File: src/rtl/sser_engine.sv
module sser_engine #(
  parameter int DEPTH = 4
) (
  input  logic        clk,
  input  logic        rst_n,
  input  logic        bit_en,
  input  logic        cfg_slave,
  input  logic        cfg_odis,
  input  logic [1:0]  cfg_fmt,
  input  logic        cfg_cpol,
  input  logic        cfg_cpha,
  input  logic [3:0]  cfg_wm1,
  input  logic        tx_push,
  input  logic [15:0] tx_data,
  output logic        tx_not_full,
  input  logic        rx_pop,
  output logic [15:0] rx_data,
  output logic        rx_not_empty,
  output logic        busy,
  output logic        sclk_o,
  output logic        sel_o,
  output logic        sdo,
  output logic        sdo_oe,
  input  logic        sclk_i,
  input  logic        sel_i,
  input  logic        sdi
);
  localparam int AW = (DEPTH > 1) ? $clog2(DEPTH) : 1;
  localparam int CW = $clog2(DEPTH + 1);
  localparam logic [1:0] F_FP = 2'd1, F_CR = 2'd2, F_PP = 2'd0;
  typedef enum logic [1:0] {S_IDLE, S_PULSE, S_XFER, S_DONE} st_t;

  function automatic logic [AW-1:0] nxt(input logic [AW-1:0] p);
    return (p == AW'(DEPTH - 1)) ? '0 : p + 1'b1;
  endfunction

  logic [15:0]   txm [DEPTH];
  logic [15:0]   rxm [DEPTH];
  logic [AW-1:0] twp, trp, rwp, rrp;
  logic [CW-1:0] tcnt, rcnt;
  logic          tx_wr, tx_rd, rx_wr, rx_rd;

  st_t         st;
  logic        sclk_r, sel_r;
  logic [4:0]  slot;
  logic [15:0] shreg, rxs, rxs_nx, ld;
  logic [2:0]  sck_m, sel_m;

  wire [15:0] tx_head = txm[trp];
  wire [15:0] wmask   = 16'hFFFF >> (4'd15 - cfg_wm1);
  wire [4:0]  w       = {1'b0, cfg_wm1} + 5'd1;
  wire        fp      = cfg_fmt == F_FP;
  wire        cr      = cfg_fmt == F_CR;
  wire        pol     = (cfg_fmt == F_PP) ? cfg_cpol : 1'b0;
  wire        pha     = fp || (cfg_fmt == F_PP && cfg_cpha);
  wire [4:0]  nslots  = cr ? w + 5'd9 : w;

  wire sck_s = sck_m[1], sck_p = sck_m[2];
  wire sel_s = sel_m[1], sel_p = sel_m[2];

  wire ev      = cfg_slave ? (sck_s != sck_p) : bit_en;
  wire lead    = cfg_slave ? (sck_s != pol) : (sclk_r == pol);
  wire act     = (st == S_XFER) && ev;
  wire samp    = act && (lead ? !pha : pha) && (!cr || slot >= 5'd9);
  wire shf     = act && (lead ? (pha && slot != 5'd0) : !pha);
  wire fin     = act && !lead && (slot + 5'd1 == nslots);
  wire m_start = !cfg_slave && st == S_IDLE && bit_en && tcnt != '0;
  wire s_start = cfg_slave && st == S_IDLE && !sel_s && sel_p;
  wire abort   = cfg_slave && st != S_IDLE && sel_s;

  assign ld           = cr ? {tx_head[7:0], 8'h00} : ((tx_head & wmask) << (4'd15 - cfg_wm1));
  assign rxs_nx       = samp ? {rxs[14:0], sdi} : rxs;
  assign tx_not_full  = tcnt != CW'(DEPTH);
  assign rx_not_empty = rcnt != '0;
  assign tx_wr        = tx_push && tx_not_full;
  assign tx_rd        = m_start || (s_start && tcnt != '0);
  assign rx_wr        = fin && rcnt != CW'(DEPTH);
  assign rx_rd        = rx_pop && rx_not_empty;
  assign rx_data      = rxm[rrp];
  assign busy         = tcnt != '0 || st != S_IDLE;
  assign sclk_o       = (cfg_slave || st == S_IDLE) ? pol : sclk_r;
  assign sel_o        = (cfg_slave || st == S_IDLE) ? !fp : sel_r;
  assign sdo          = shreg[15];
  assign sdo_oe       = cfg_slave ? (st != S_IDLE && !cfg_odis) : 1'b1;

  always_ff @(posedge clk) begin
    if (tx_wr) txm[twp] <= tx_data & wmask;
    if (rx_wr) rxm[rwp] <= rxs_nx;
  end

  always_ff @(posedge clk or negedge rst_n) begin
    if (!rst_n) begin
      twp <= '0; trp <= '0; tcnt <= '0;
      rwp <= '0; rrp <= '0; rcnt <= '0;
    end else begin
      if (tx_wr) twp <= nxt(twp);
      if (tx_rd) trp <= nxt(trp);
      if (rx_wr) rwp <= nxt(rwp);
      if (rx_rd) rrp <= nxt(rrp);
      tcnt <= tcnt + CW'(tx_wr) - CW'(tx_rd);
      rcnt <= rcnt + CW'(rx_wr) - CW'(rx_rd);
    end
  end

  always_ff @(posedge clk or negedge rst_n) begin
    if (!rst_n) begin
      st <= S_IDLE; sclk_r <= 1'b0; sel_r <= 1'b1; slot <= '0;
      shreg <= '0; rxs <= '0; sck_m <= '0; sel_m <= '1;
    end else begin
      sck_m <= {sck_m[1:0], sclk_i};
      sel_m <= {sel_m[1:0], sel_i};
      rxs   <= rxs_nx;
      if (shf) shreg <= {shreg[14:0], 1'b0};
      if (abort) st <= S_IDLE;
      else begin
        case (st)
          S_IDLE: if (m_start || s_start) begin
            st     <= (m_start && fp) ? S_PULSE : S_XFER;
            sel_r  <= m_start && fp;
            sclk_r <= pol;
            slot   <= '0;
            rxs    <= '0;
            shreg  <= (tcnt != '0) ? ld : '0;
          end
          S_PULSE: if (bit_en) begin
            sclk_r <= ~sclk_r;
            if (sclk_r) begin
              sel_r <= 1'b0;
              st    <= S_XFER;
            end
          end
          S_XFER: if (act) begin
            sclk_r <= lead ? ~pol : pol;
            if (!lead) slot <= slot + 5'd1;
            if (fin) begin
              st    <= cfg_slave ? S_DONE : S_IDLE;
              sel_r <= 1'b1;
            end
          end
          default: ;
        endcase
      end
    end
  end
endmodule

File: config.mk
export PLATFORM = sky130hd
export DESIGN_NAME = sser_engine
export DESIGN_NICKNAME = d
export VERILOG_FILES = /design/src/rtl/sser_engine.sv
export SDC_FILE = /design/constraint.sdc
export NUM_CORES = 1
export LEC_CHECK = 0
export BUFFER_PORTS_ARGS = -buffer_cell sky130_fd_sc_hd__clkbuf_2
export CAP_MARGIN = 5
export CORE_ASPECT_RATIO = 0.75
export CORE_MARGIN = 5
export CORE_UTILIZATION = 30
export CTS_CLUSTER_DIAMETER = 40
export DETAILED_ROUTE_END_ITERATION = 8
export SYNTH_ARGS = -nofsm -noshare
export SYNTH_HDL_FRONTEND = slang
export SYNTH_SLANG_ARGS = --single-unit
File: constraint.sdc
create_clock -name clk -period 8.4 [get_ports clk]
set_clock_uncertainty 0.05 [all_clocks]
set_input_delay 2.1 -clock clk [delete_from_list [all_inputs] [get_ports clk]]
set_output_delay 2.1 -clock clk [all_outputs]
set_load 0.01 [all_outputs]
==> impl_metrics.py, run 1 <==
metrics = {
    "status": {
        "status": "finished clean",
    },
    "setup_path": {
        "r2r-start": "slot[0]",
        "crit_fanout": 32,
        "crit_required_ns": 8.68,
        "critPathLaunchType": "input port",
        "path_class": "input port to flip-flop",
        "endpoint_kind": "flip-flop",
        "cp.arrival_ns": 5.82,
        "cp-startpoint": "cfg_wm1[2]",
    },
    "place": {
        "dp.cells": 1122,
        "gp_congestion": 0.896,
        "pre_cts_slack_ns": 2.38,
        "dp_hpwl_mm": 14.4,
        "portBuffers": 56,
    },
    "cells_and_area": {
        "n_fill_cell": 3012,
        "multi_input_area_um2": 3700,
        "final_cells": 1154,
        "layout_commonest_cell": "edfxtp_1",
        "syn2layout_area_growth_pct": 13.8,
        "fin_util_pct": 34.4,
        "drive_gt1_share_pct": 22.9,
        "fin_nets": 797,
        "diodes": 0,
        "final_cell_mix": "128 x edfxtp_1, 57 x dfrtp_1, 55 x clkbuf_2, 39 x nand2_1, 36 x mux2i_1",
        "seqCellArea_um2": 5380,
    },
    "clock_network": {
        "cts_setup_buffers": 0,
        "cts_htree_levels": 4,
        "cts_hold_buffers": 0,
        "clk_path_buf_depth": 2,
        "ctsResizeCount": 0,
        "clk-insertion-delay-late_ns": 0.44,
        "cts.sinks": 189,
        "clockRootBuffer": "clkbuf_16",
        "cts_tree": "built",
        "clkTransAtPathRegs_ns": 0.08,
        "cts_buffers": 17,
    },
    "power_and_ir_drop": {
        "p_leak_uw": 0.00419,
        "p_per_area_nw_per_um2": 306,
        "design_power_total_uw": 3270,
        "ir_drop_v": 0.000141,
    },
    "floorplanning": {
        "coreArea_um2": 31000,
        "io_pins": 57,
        "die_h_um": 163,
        "die_x_um": 214,
        "fp-row-count": 56,
        "start_util_pct": 30.2,
        "die_area_um2": 34900,
    },
    "yosys": {
        "yosysSeqAreaShare_pct": 57.3,
        "synth_edf_count": 128,
        "syn-num-nets": 756,
        "syn-cell-area_um2": 9380,
        "syn-instance-count": 694,
        "synth-seq-cells": 189,
        "syn_avg_cell_area_um2": 13.5,
        "synth.distinct_cells": 78,
        "synthArstFlopShare_pct": 32.3,
        "ys.flop_type": "edfxtp_1",
        "synth_warnings": 0,
    },
    "timing": {
        "hold_violations": 0,
        "rsz0062_at_grt": "no",
        "min_period_ns": 5.54,
        "timing.final.crit_share_pct": 66.0,
        "worst_pin_slew_ns": 1.12,
        "slew_headroom_pct": 25.6,
        "max_freq_ghz": 0.180,
        "maxSlewViolCount": 0,
        "tns_ns": 0,
        "final.setup.worst_slack_ns": 2.86,
        "setup_viol": 0,
    },
    "route": {
        "viasPerCell": 5.01,
        "vias": 5784,
        "drtIter0Drc": 505,
        "drt_pre_antenna_iters": 5,
        "wl_per_cell_um": 18.2,
        "drc": 0,
        "final_antenna_net_count": 0,
        "finalWirelength_mm": 21.0,
    },
    "run": {
        "maxCapViolations": 0,
    },
    "global_routing": {
        "antenna_found_initial": 0,
        "grt_first_pass_wirelength_mm": 34.1,
        "grt.overflow.total": 0,
        "grt_pass1_vias": 5846,
        "grtUsageTotal_pct": 12.4,
        "grt_max_degree": 62,
    },
    "hold_path": {
        "hold_class": "flip-flop to flip-flop",
        "worstHoldStart": "sel_m[0]",
    },
}
-- synthesized netlist by cell type (all sizes together), types with 3 or more instances --
cell / count / share of area (%)
edfxtp: 128 / 41
dfrtp: 57 / 15
nand2: 39 / 1.6
mux2i: 36 / 3.8
mux2: 32 / 4.3
o21ai: 31 / 1.7
and2: 29 / 2.0
mux4: 28 / 6.7
inv: 27 / 1.1
ha: 26 / 3.5
nor2: 25 / 1.0
a21oi: 24 / 1.3
clkbuf: 20 / 0.83
buf: 19 / 1.2
nand3: 17 / 0.91
xnor2: 14 / 1.4
and3: 13 / 0.87
nor3: 11 / 0.59
o22ai: 10 / 0.67
nand2b: 9 / 0.60
o211ai: 7 / 0.56
a31oi: 6 / 0.40
nor2b: 6 / 0.40
o32ai: 6 / 0.56
a21o: 5 / 0.40
nor3b: 5 / 0.57
a221oi: 4 / 0.37
dfstp: 4 / 1.1
o21a: 4 / 0.32
xor2: 4 / 0.37
a221o: 3 / 0.32
a22oi: 3 / 0.24
a32oi: 3 / 0.28
or3: 3 / 0.25
-- path summary, 6_finish.rpt --
kind,end,slack (ns),cells past startpoint
max in group asynchronous,slot[1],5.95,2
min in group asynchronous,rxs[12],1.77,2
min reg2reg,sel_m[1],0.31,0
max reg2reg,rcnt[2],4.91,14
max,rcnt[2],2.86,15
min,sel_m[1],0.31,0
-- cell families after synthesis --
family,Yosys count,share of synthesized area [%]
fa+ha+maj,28,3.90
mux,96,14.9
xor+xnor,18,1.76
simple gates,169,9.67
flops,189,57.3
compound gates,127,9.26
buf+inv,67,3.19
-- final cells by class --
class                      instances  share of cell area, %
clock buffer                      17                   3.99
inverter                          28                  0.985
tap                              406                   4.76
clock inverter                    15                   2.18
sequential                       189                   50.4
timing repair buffer              61                   2.98
multi-input combinational        438                   34.7
-- critical path, stage by stage --
cell	delay [ns]
clkbuf_2	0.49
clkinv_1	0.43
ha_1	0.44
xor2_1	0.16
xnor2_1	0.13
xor2_1	0.17
a2111oi_4	0.37
nand3_1	0.16
a21oi_2	0.26
inv_1	0.08
ha_1	0.28
inv_1	0.04
ha_1	0.18
fa_1	0.37
xnor2_1	0.13
-- flip-flops by register name, summed over array words and instances (netlist names) --
| signal | cells |
|---|---|
| txm | 64 |
| slot | 5 |
| shreg | 16 |
| rcnt | 3 |
| rrp | 2 |
| twp | 2 |
| trp | 2 |
| sel_m | 3 |
| rwp | 2 |
| sel_r | 1 |
| tcnt | 3 |
| st | 2 |
| sclk_r | 1 |
| rxs | 16 |
| sck_m | 3 |
| rxm | 64 |
-- metal layers --
layer  track usage (%)  routed length (um)  part of all wire [%]
met1              18.3               10400                    49
met5                 0                   0                     0
met4              3.34                 221                   1.1
met2              18.8                9490                    45
met3              2.19                 926                   4.4
-- through the flow --
step,hold slack (ns),cell area (um^2)
after floorplan,0.281,9380
after global placement,0.292,10000
after detailed placement,0.301,10000
after CTS,0.313,10700
after global routing,0.316,10700
final,0.313,10700
-- where the power goes --
group	internal, uW	total, uW	switching, uW
Clock	427	890	462
Sequential	1150	1250	98.5
Combinational	491	1120	633
Note: power is estimated with default switching activity, not from simulation.
==> run 2, diff against run 1 <==
--- a/config.mk
+++ b/config.mk
@@ -5,6 +5,7 @@
 export SDC_FILE = /design/constraint.sdc
 export NUM_CORES = 1
 export LEC_CHECK = 0
+export ABC_AREA = 1
 export BUFFER_PORTS_ARGS = -buffer_cell sky130_fd_sc_hd__clkbuf_2
 export CAP_MARGIN = 5
 export CORE_ASPECT_RATIO = 0.75
==> constraint.sdc (replaced) <==
create_clock -name clk -period 5.5 [get_ports clk]
set_clock_uncertainty 0.05 [all_clocks]
set_input_delay 1.375 -clock clk [delete_from_list [all_inputs] [get_ports clk]]
set_output_delay 1.375 -clock clk [all_outputs]
set_load 0.01 [all_outputs]
==> run 2 against run 1 <==
Worst setup slack worse by 1.4 ns; sequential cell count is the same; cell area rose by 3.5%; clock power rose by 48%; via count rose by 22%; final cell count is 33% higher; sequential share of layout area fell by 1.7 points; synthesized area is 3.8% higher; largest cell class unchanged; largest power group unchanged.
==> impl_metrics.py, run 2 <==
metrics = {
    "timing": {
        "worst_pin_slew_ns": 0.941,
        "maxSlewViolCount": 0,
        "rsz0062_at_grt": "no",
        "hold_violations": 0,
        "slew_headroom_pct": 37.2,
        "min_period_ns": 4.06,
        "max_freq_ghz": 0.246,
        "timing.final.crit_share_pct": 73.9,
        "tns_ns": 0,
        "setup_viol": 0,
    },
    "clock_network": {
        "ctsResizeCount": 0,
        "cts_hold_buffers": 0,
        "clk-insertion-delay-late_ns": 0.44,
        "cts_setup_buffers": 0,
        "clockRootBuffer": "clkbuf_16",
        "clk_path_buf_depth": 2,
        "clkTransAtPathRegs_ns": 0.08,
        "cts_buffers": 17,
        "cts.sinks": 189,
        "cts_tree": "built",
        "cts_htree_levels": 4,
    },
    "route": {
        "drc": 0,
        "drt_pre_antenna_iters": 7,
        "viasPerCell": 4.58,
        "finalWirelength_mm": 22.5,
        "vias": 7029,
        "drtIter0Drc": 496,
        "final_antenna_net_count": 0,
        "wl_per_cell_um": 14.6,
    },
    "global_routing": {
        "grt_first_pass_wirelength_mm": 36.7,
        "grt.overflow.total": 0,
        "grt_max_degree": 62,
        "grt_pass1_vias": 6662,
        "antenna_found_initial": 0,
        "grtUsageTotal_pct": 12.6,
    },
    "yosys": {
        "synth_area_leaders": "edfxtp_1 39%, dfrtp_1 15%, nand2_1 8.1%, nand3_1 5.2%, inv_1 4.3%",
        "synth_top_area_cell": "edfxtp_1",
        "ys.flop_type": "edfxtp_1",
        "syn-instance-count": 1033,
        "synth_edf_count": 128,
        "syn-num-nets": 1095,
        "syn-cell-area_um2": 9730,
        "yosysMostFrequentCell": "nand2_1",
        "synth-seq-cells": 189,
        "synth_warnings": 0,
        "post-synth-top-area-fraction_pct": 39.5,
        "synth.distinct_cells": 51,
        "syn_avg_cell_area_um2": 9.42,
        "synth_common_cells": "209 x nand2_1, 128 x edfxtp_1, 111 x inv_1",
        "yosysSeqAreaShare_pct": 55.2,
        "synthArstFlopShare_pct": 32.3,
    },
    "setup_path": {
        "critPathLaunchType": "input port",
        "crit_chain": "clkbuf_2, ha_1, inv_1, ha_1, nand3_1, nand2_1, nand3_1, nand2_1, nand2_1, nand2_1, nand3_2, inv_2, nand2_4, ha_1, inv_1, ha_1, fa_1, xor2_1",
        "path_class": "input port to flip-flop",
        "r2r-start": "st[0]",
        "crit_fanout": 19,
        "critPathMaxStageDelay_ns": 0.41,
        "slowest_stage": "fa_1",
        "r2r-end": "tcnt[2]",
        "cp_top_family": "adder cells",
        "path_buf_inv": 4,
        "r2r_cells": 13,
        "endpoint_kind": "flip-flop",
        "ff2ff_setup_slack_ns": 2.35,
        "cp.arrival_ns": 4.32,
        "crit_required_ns": 5.75,
    },
    "floorplanning": {
        "die_area_um2": 36200,
        "die_x_um": 218,
        "die_h_um": 166,
        "coreArea_um2": 32200,
        "fp-row-count": 57,
        "io_pins": 57,
        "start_util_pct": 30.2,
    },
    "cells_and_area": {
        "layout_commonest_cell": "nand2_1",
        "diodes": 0,
        "final_cell_mix": "209 x nand2_1, 128 x edfxtp_1, 111 x inv_1, 102 x nand3_1, 99 x nor2_1",
        "fin_util_pct": 34.2,
        "fin_nets": 1142,
        "drive_gt1_share_pct": 17.6,
        "final_cells": 1535,
        "syn2layout_area_growth_pct": 13.4,
        "largestRegisters": "rxm (64), txm (64)",
    },
    "hold_path": {
        "hold_class": "flip-flop to flip-flop",
        "holdPathEnd": "sck_m[1]",
        "worstHoldStart": "sck_m[0]",
        "min_path_cells": 0,
    },
    "status": {
        "status": "finished clean",
    },
    "run": {
        "maxCapViolations": 0,
    },
    "place": {
        "gp_congestion": 0.890,
        "dp_hpwl_mm": 15.2,
        "dp.cells": 1503,
        "portBuffers": 56,
    },
    "power_and_ir_drop": {
        "design_power_total_uw": 5400,
        "p_leak_uw": 0.00482,
        "ir_drop_v": 0.000211,
        "p_per_area_nw_per_um2": 489,
    },
}
-- run 2: cell families (layout without fill, tap and decap cells) --
family,count (synthesis),after routing,share of synthesized area [%]
xor+xnor,7,7,0.630
flops,189,189,55.2
simple gates,486,486,22.7
mux,5,5,0.514
buf+inv,166,226,7.76
compound gates,152,152,9.42
fa+ha+maj,28,28,3.75
-- run 2: worst max-delay path by stage --
stage / end / start / cells after the start
2_1_floorplan: rcnt[2] / cfg_wm1[1] / 19
3_3_place_gp: rcnt[2] / cfg_wm1[0] / 18
3_5_place_dp: rcnt[2] / cfg_wm1[1] / 18
4_1_cts: rcnt[2] / cfg_wm1[1] / 18
5_1_grt: rcnt[2] / cfg_wm1[0] / 18
6_report: rcnt[2] / cfg_wm1[1] / 18
-- run 2: layout make-up --
| cell class | count | area [um^2] |
|---|---|---|
| Clock inverter | 15 | 215 |
| Fill cell | 3356 | 21200 |
| Tap cell | 442 | 553 |
| Multi-Input combinational cell | 678 | 3600 |
| Clock buffer | 17 | 425 |
| Inverter | 124 | 478 |
| Timing Repair Buffer | 70 | 385 |
| Sequential cell | 189 | 5380 |
-- run 2: layer usage --
metal	part of all wire, %	vias to the layer above	wire [um]	GRT usage (%)
met2	44	134	9790	18.7
met5	0	-	0	0
met4	0.93	0	210	2.87
met1	52	3330	11700	19.4
met3	3.5	15	778	1.93
li1	-	3550	-	-
-- run 2: report_power, final --
part	internal [uW]	switching [uW]	total, uW
sequential	1890	187	2070
combinational	647	1360	2000
clock	644	677	1320
total	3180	2220	5400
-- run 2: metrics by stage --
| step | hold WS, ns | worst slack, ns | area (um^2) |
|---|---|---|---|
| 2_1_floorplan | 0.281 | 1.45 | 9730 |
| 3_3_place_gp | 0.282 | 1.15 | 10400 |
| 3_5_place_dp | 0.286 | 1.05 | 10400 |
| 4_1_cts | 0.304 | 1.43 | 11000 |
| 5_1_grt | 0.316 | 1.22 | 11000 |
| 6_report | 0.301 | 1.44 | 11000 |
-- run 2: worst register-to-register path, stage by stage (launching register included) --
cell     delay [ns]
dfrtp_1        0.42
inv_1          0.10
ha_1           0.41
nand4_1        0.17
nand2_1        0.11
nand2_1        0.18
inv_1          0.39
ha_1           0.31
inv_1          0.05
ha_1           0.13
inv_1          0.05
fa_1           0.37
xnor2_1        0.17
xor2_1         0.17
==> run 3, diff against run 2 <==
--- a/config.mk
+++ b/config.mk
@@ -5,7 +5,7 @@
 export SDC_FILE = /design/constraint.sdc
 export NUM_CORES = 1
 export LEC_CHECK = 0
-export ABC_AREA = 1
+export ABC_AREA = 0
 export BUFFER_PORTS_ARGS = -buffer_cell sky130_fd_sc_hd__clkbuf_2
 export CAP_MARGIN = 5
 export CORE_ASPECT_RATIO = 0.75
==> constraint.sdc (replaced) <==
create_clock -name clk -period 4.2 [get_ports clk]
set_clock_uncertainty 0.05 [all_clocks]
set_input_delay 1.05 -clock clk [delete_from_list [all_inputs] [get_ports clk]]
set_output_delay 1.05 -clock clk [all_outputs]
set_load 0.01 [all_outputs]
==> run 3 against run 2 <==
Power up 21%; first-iteration DRC count up 18%; non-clock buffer count up 12; clock power up 33%; die area down 3.5%; sequential share of layout area up 0.99 points; cell area down 2.0%; highest routed layer unchanged; clock-buffer cell count unchanged; register-to-register slack worse by 1.5 ns; global-route usage about the same; core utilization up 0.61 points.
==> impl_metrics.py, run 3 (synthesized netlist as in run 1, its figures left out) <==
metrics = {
    "global_routing": {
        "grt_max_degree": 38,
        "grtUsageTotal_pct": 12.6,
        "grt_first_pass_wirelength_mm": 34.4,
        "antenna_found_initial": 0,
        "grt_pass1_vias": 5975,
        "grt.overflow.total": 0,
    },
    "cells_and_area": {
        "seqCellArea_um2": 5380,
        "syn2layout_area_growth_pct": 15.4,
        "drive_gt1_share_pct": 25.0,
        "largestRegisters": "rxm (64), txm (64)",
        "multi_input_area_um2": 3700,
        "diodes": 0,
        "stdcell_area_um2": 10800,
        "final_cell_mix": "128 x edfxtp_1, 57 x dfrtp_1, 55 x clkbuf_2, 39 x nand2_1, 36 x mux2i_1",
        "layout_commonest_cell": "edfxtp_1",
        "fin_nets": 818,
        "n_fill_cell": 3002,
    },
    "setup_path": {
        "r2r_cells": 14,
        "ff2ff_setup_slack_ns": 0.89,
        "critPathLaunchType": "input port",
        "crit_fanout": 3,
        "endpoint": "rcnt[2]",
        "cp-startpoint": "cfg_wm1[1]",
        "r2r-start": "slot[0]",
        "path_class": "input port to flip-flop",
        "crit_required_ns": 4.47,
        "r2r-end": "rcnt[2]",
        "endpoint_kind": "flip-flop",
        "cp.arrival_ns": 3.89,
    },
    "place": {
        "dp_hpwl_mm": 14.9,
        "pre_cts_slack_ns": 0.107,
        "portBuffers": 56,
        "place_area_um2": 10200,
        "gp_congestion": 0.877,
    },
    "route": {
        "vias": 5865,
        "final_antenna_net_count": 0,
        "drtIter0Drc": 583,
        "viasPerCell": 4.99,
        "drt_pre_antenna_iters": 5,
        "wl_per_cell_um": 18.3,
        "drc": 0,
        "finalWirelength_mm": 21.6,
    },
    "clock_network": {
        "clk_path_buf_depth": 2,
        "cts_tree": "built",
        "cts.sinks": 189,
        "clockRootBuffer": "clkbuf_16",
        "cts_hold_buffers": 0,
        "cts_setup_buffers": 0,
        "ctsResizeCount": 0,
        "clk-insertion-delay-late_ns": 0.44,
        "cts_buffers": 17,
        "clkTransAtPathRegs_ns": 0.08,
        "cts_htree_levels": 4,
    },
    "timing": {
        "worst_pin_slew_ns": 0.948,
        "final.setup.worst_slack_ns": 0.579,
        "min_period_ns": 3.62,
        "max_freq_ghz": 0.276,
        "setup_viol": 0,
        "rsz0062_at_grt": "no",
        "tns_ns": 0,
        "hold_violations": 0,
        "slew_headroom_pct": 36.8,
        "timing.final.crit_share_pct": 86.2,
        "maxSlewViolCount": 0,
    },
    "power_and_ir_drop": {
        "p_per_area_nw_per_um2": 605,
        "ir_drop_v": 0.000277,
        "p_leak_uw": 0.00430,
    },
    "floorplanning": {
        "die_x_um": 214,
        "die_area_um2": 34900,
        "fp-row-count": 56,
        "die_h_um": 163,
        "start_util_pct": 30.2,
        "io_pins": 57,
        "coreArea_um2": 31000,
    },
    "hold_path": {
        "worstHoldStart": "sck_m[0]",
        "hold_class": "flip-flop to flip-flop",
    },
    "status": {
        "status": "finished clean",
    },
    "run": {
        "maxCapViolations": 0,
    },
}
==> run 3: routing by layer <==
layer / wire [um] / global-route usage (%) / vias to the layer above
met5: 0 / 0 / -
met4: 198 / 3.07 / 0
met3: 1190 / 2.32 / 16
met2: 9830 / 19.3 / 162
met1: 10300 / 18.6 / 2942
li1: - / - / 2745
==> run 3: final cells by class <==
cell class	instances	area share, %
repair buffers	82	4.40
clock buffers	17	3.93
clock inverters	15	2.08
multi-input cells	438	34.2
well taps	406	4.70
inverters	28	0.972
flip-flops and latches	189	49.7
==> run 3: stage by stage <==
stage / power, uW / util (%) / std cells / hold slack (ns)
after global routing: 6970 / 34.8 / 1175 / 0.312
final: 6550 / 34.8 / 1175 / 0.309
after CTS: 6630 / 34.8 / 1175 / 0.311
after detailed placement: 4850 / 32.8 / 1143 / 0.295
after global placement: 4820 / 32.8 / 1143 / 0.293
after floorplan: 4200 / - / 694 / 0.281
==> run 3: how the worst min path moves through the flow <==
stage | endpoint | slack (ns) | cells after the start
6_report | sck_m[1] | 0.31 | 0
5_1_grt | sel_m[1] | 0.31 | 0
4_1_cts | sel_m[1] | 0.31 | 0
3_5_place_dp | sck_m[1] | 0.30 | 0
3_3_place_gp | sck_m[1] | 0.29 | 0
2_1_floorplan | sck_m[1] | 0.28 | 0
==> run 3: power breakdown <==
group | internal (uW) | switching [uW]
combinational | 1000 | 1210
sequential | 2310 | 268
clock | 851 | 904
==> run 3: worst max-delay path, cell delays in order <==
cell	delay, ns
clkbuf_2	0.12
ha_1	0.16
inv_1	0.04
ha_1	0.32
xor2_1	0.17
xnor2_1	0.14
xor2_1	0.17
a2111oi_4	0.37
nand3_1	0.13
a21oi_2	0.15
inv_1	0.06
ha_1	0.27
inv_1	0.04
ha_1	0.19
fa_1	0.38
xnor2_1	0.14
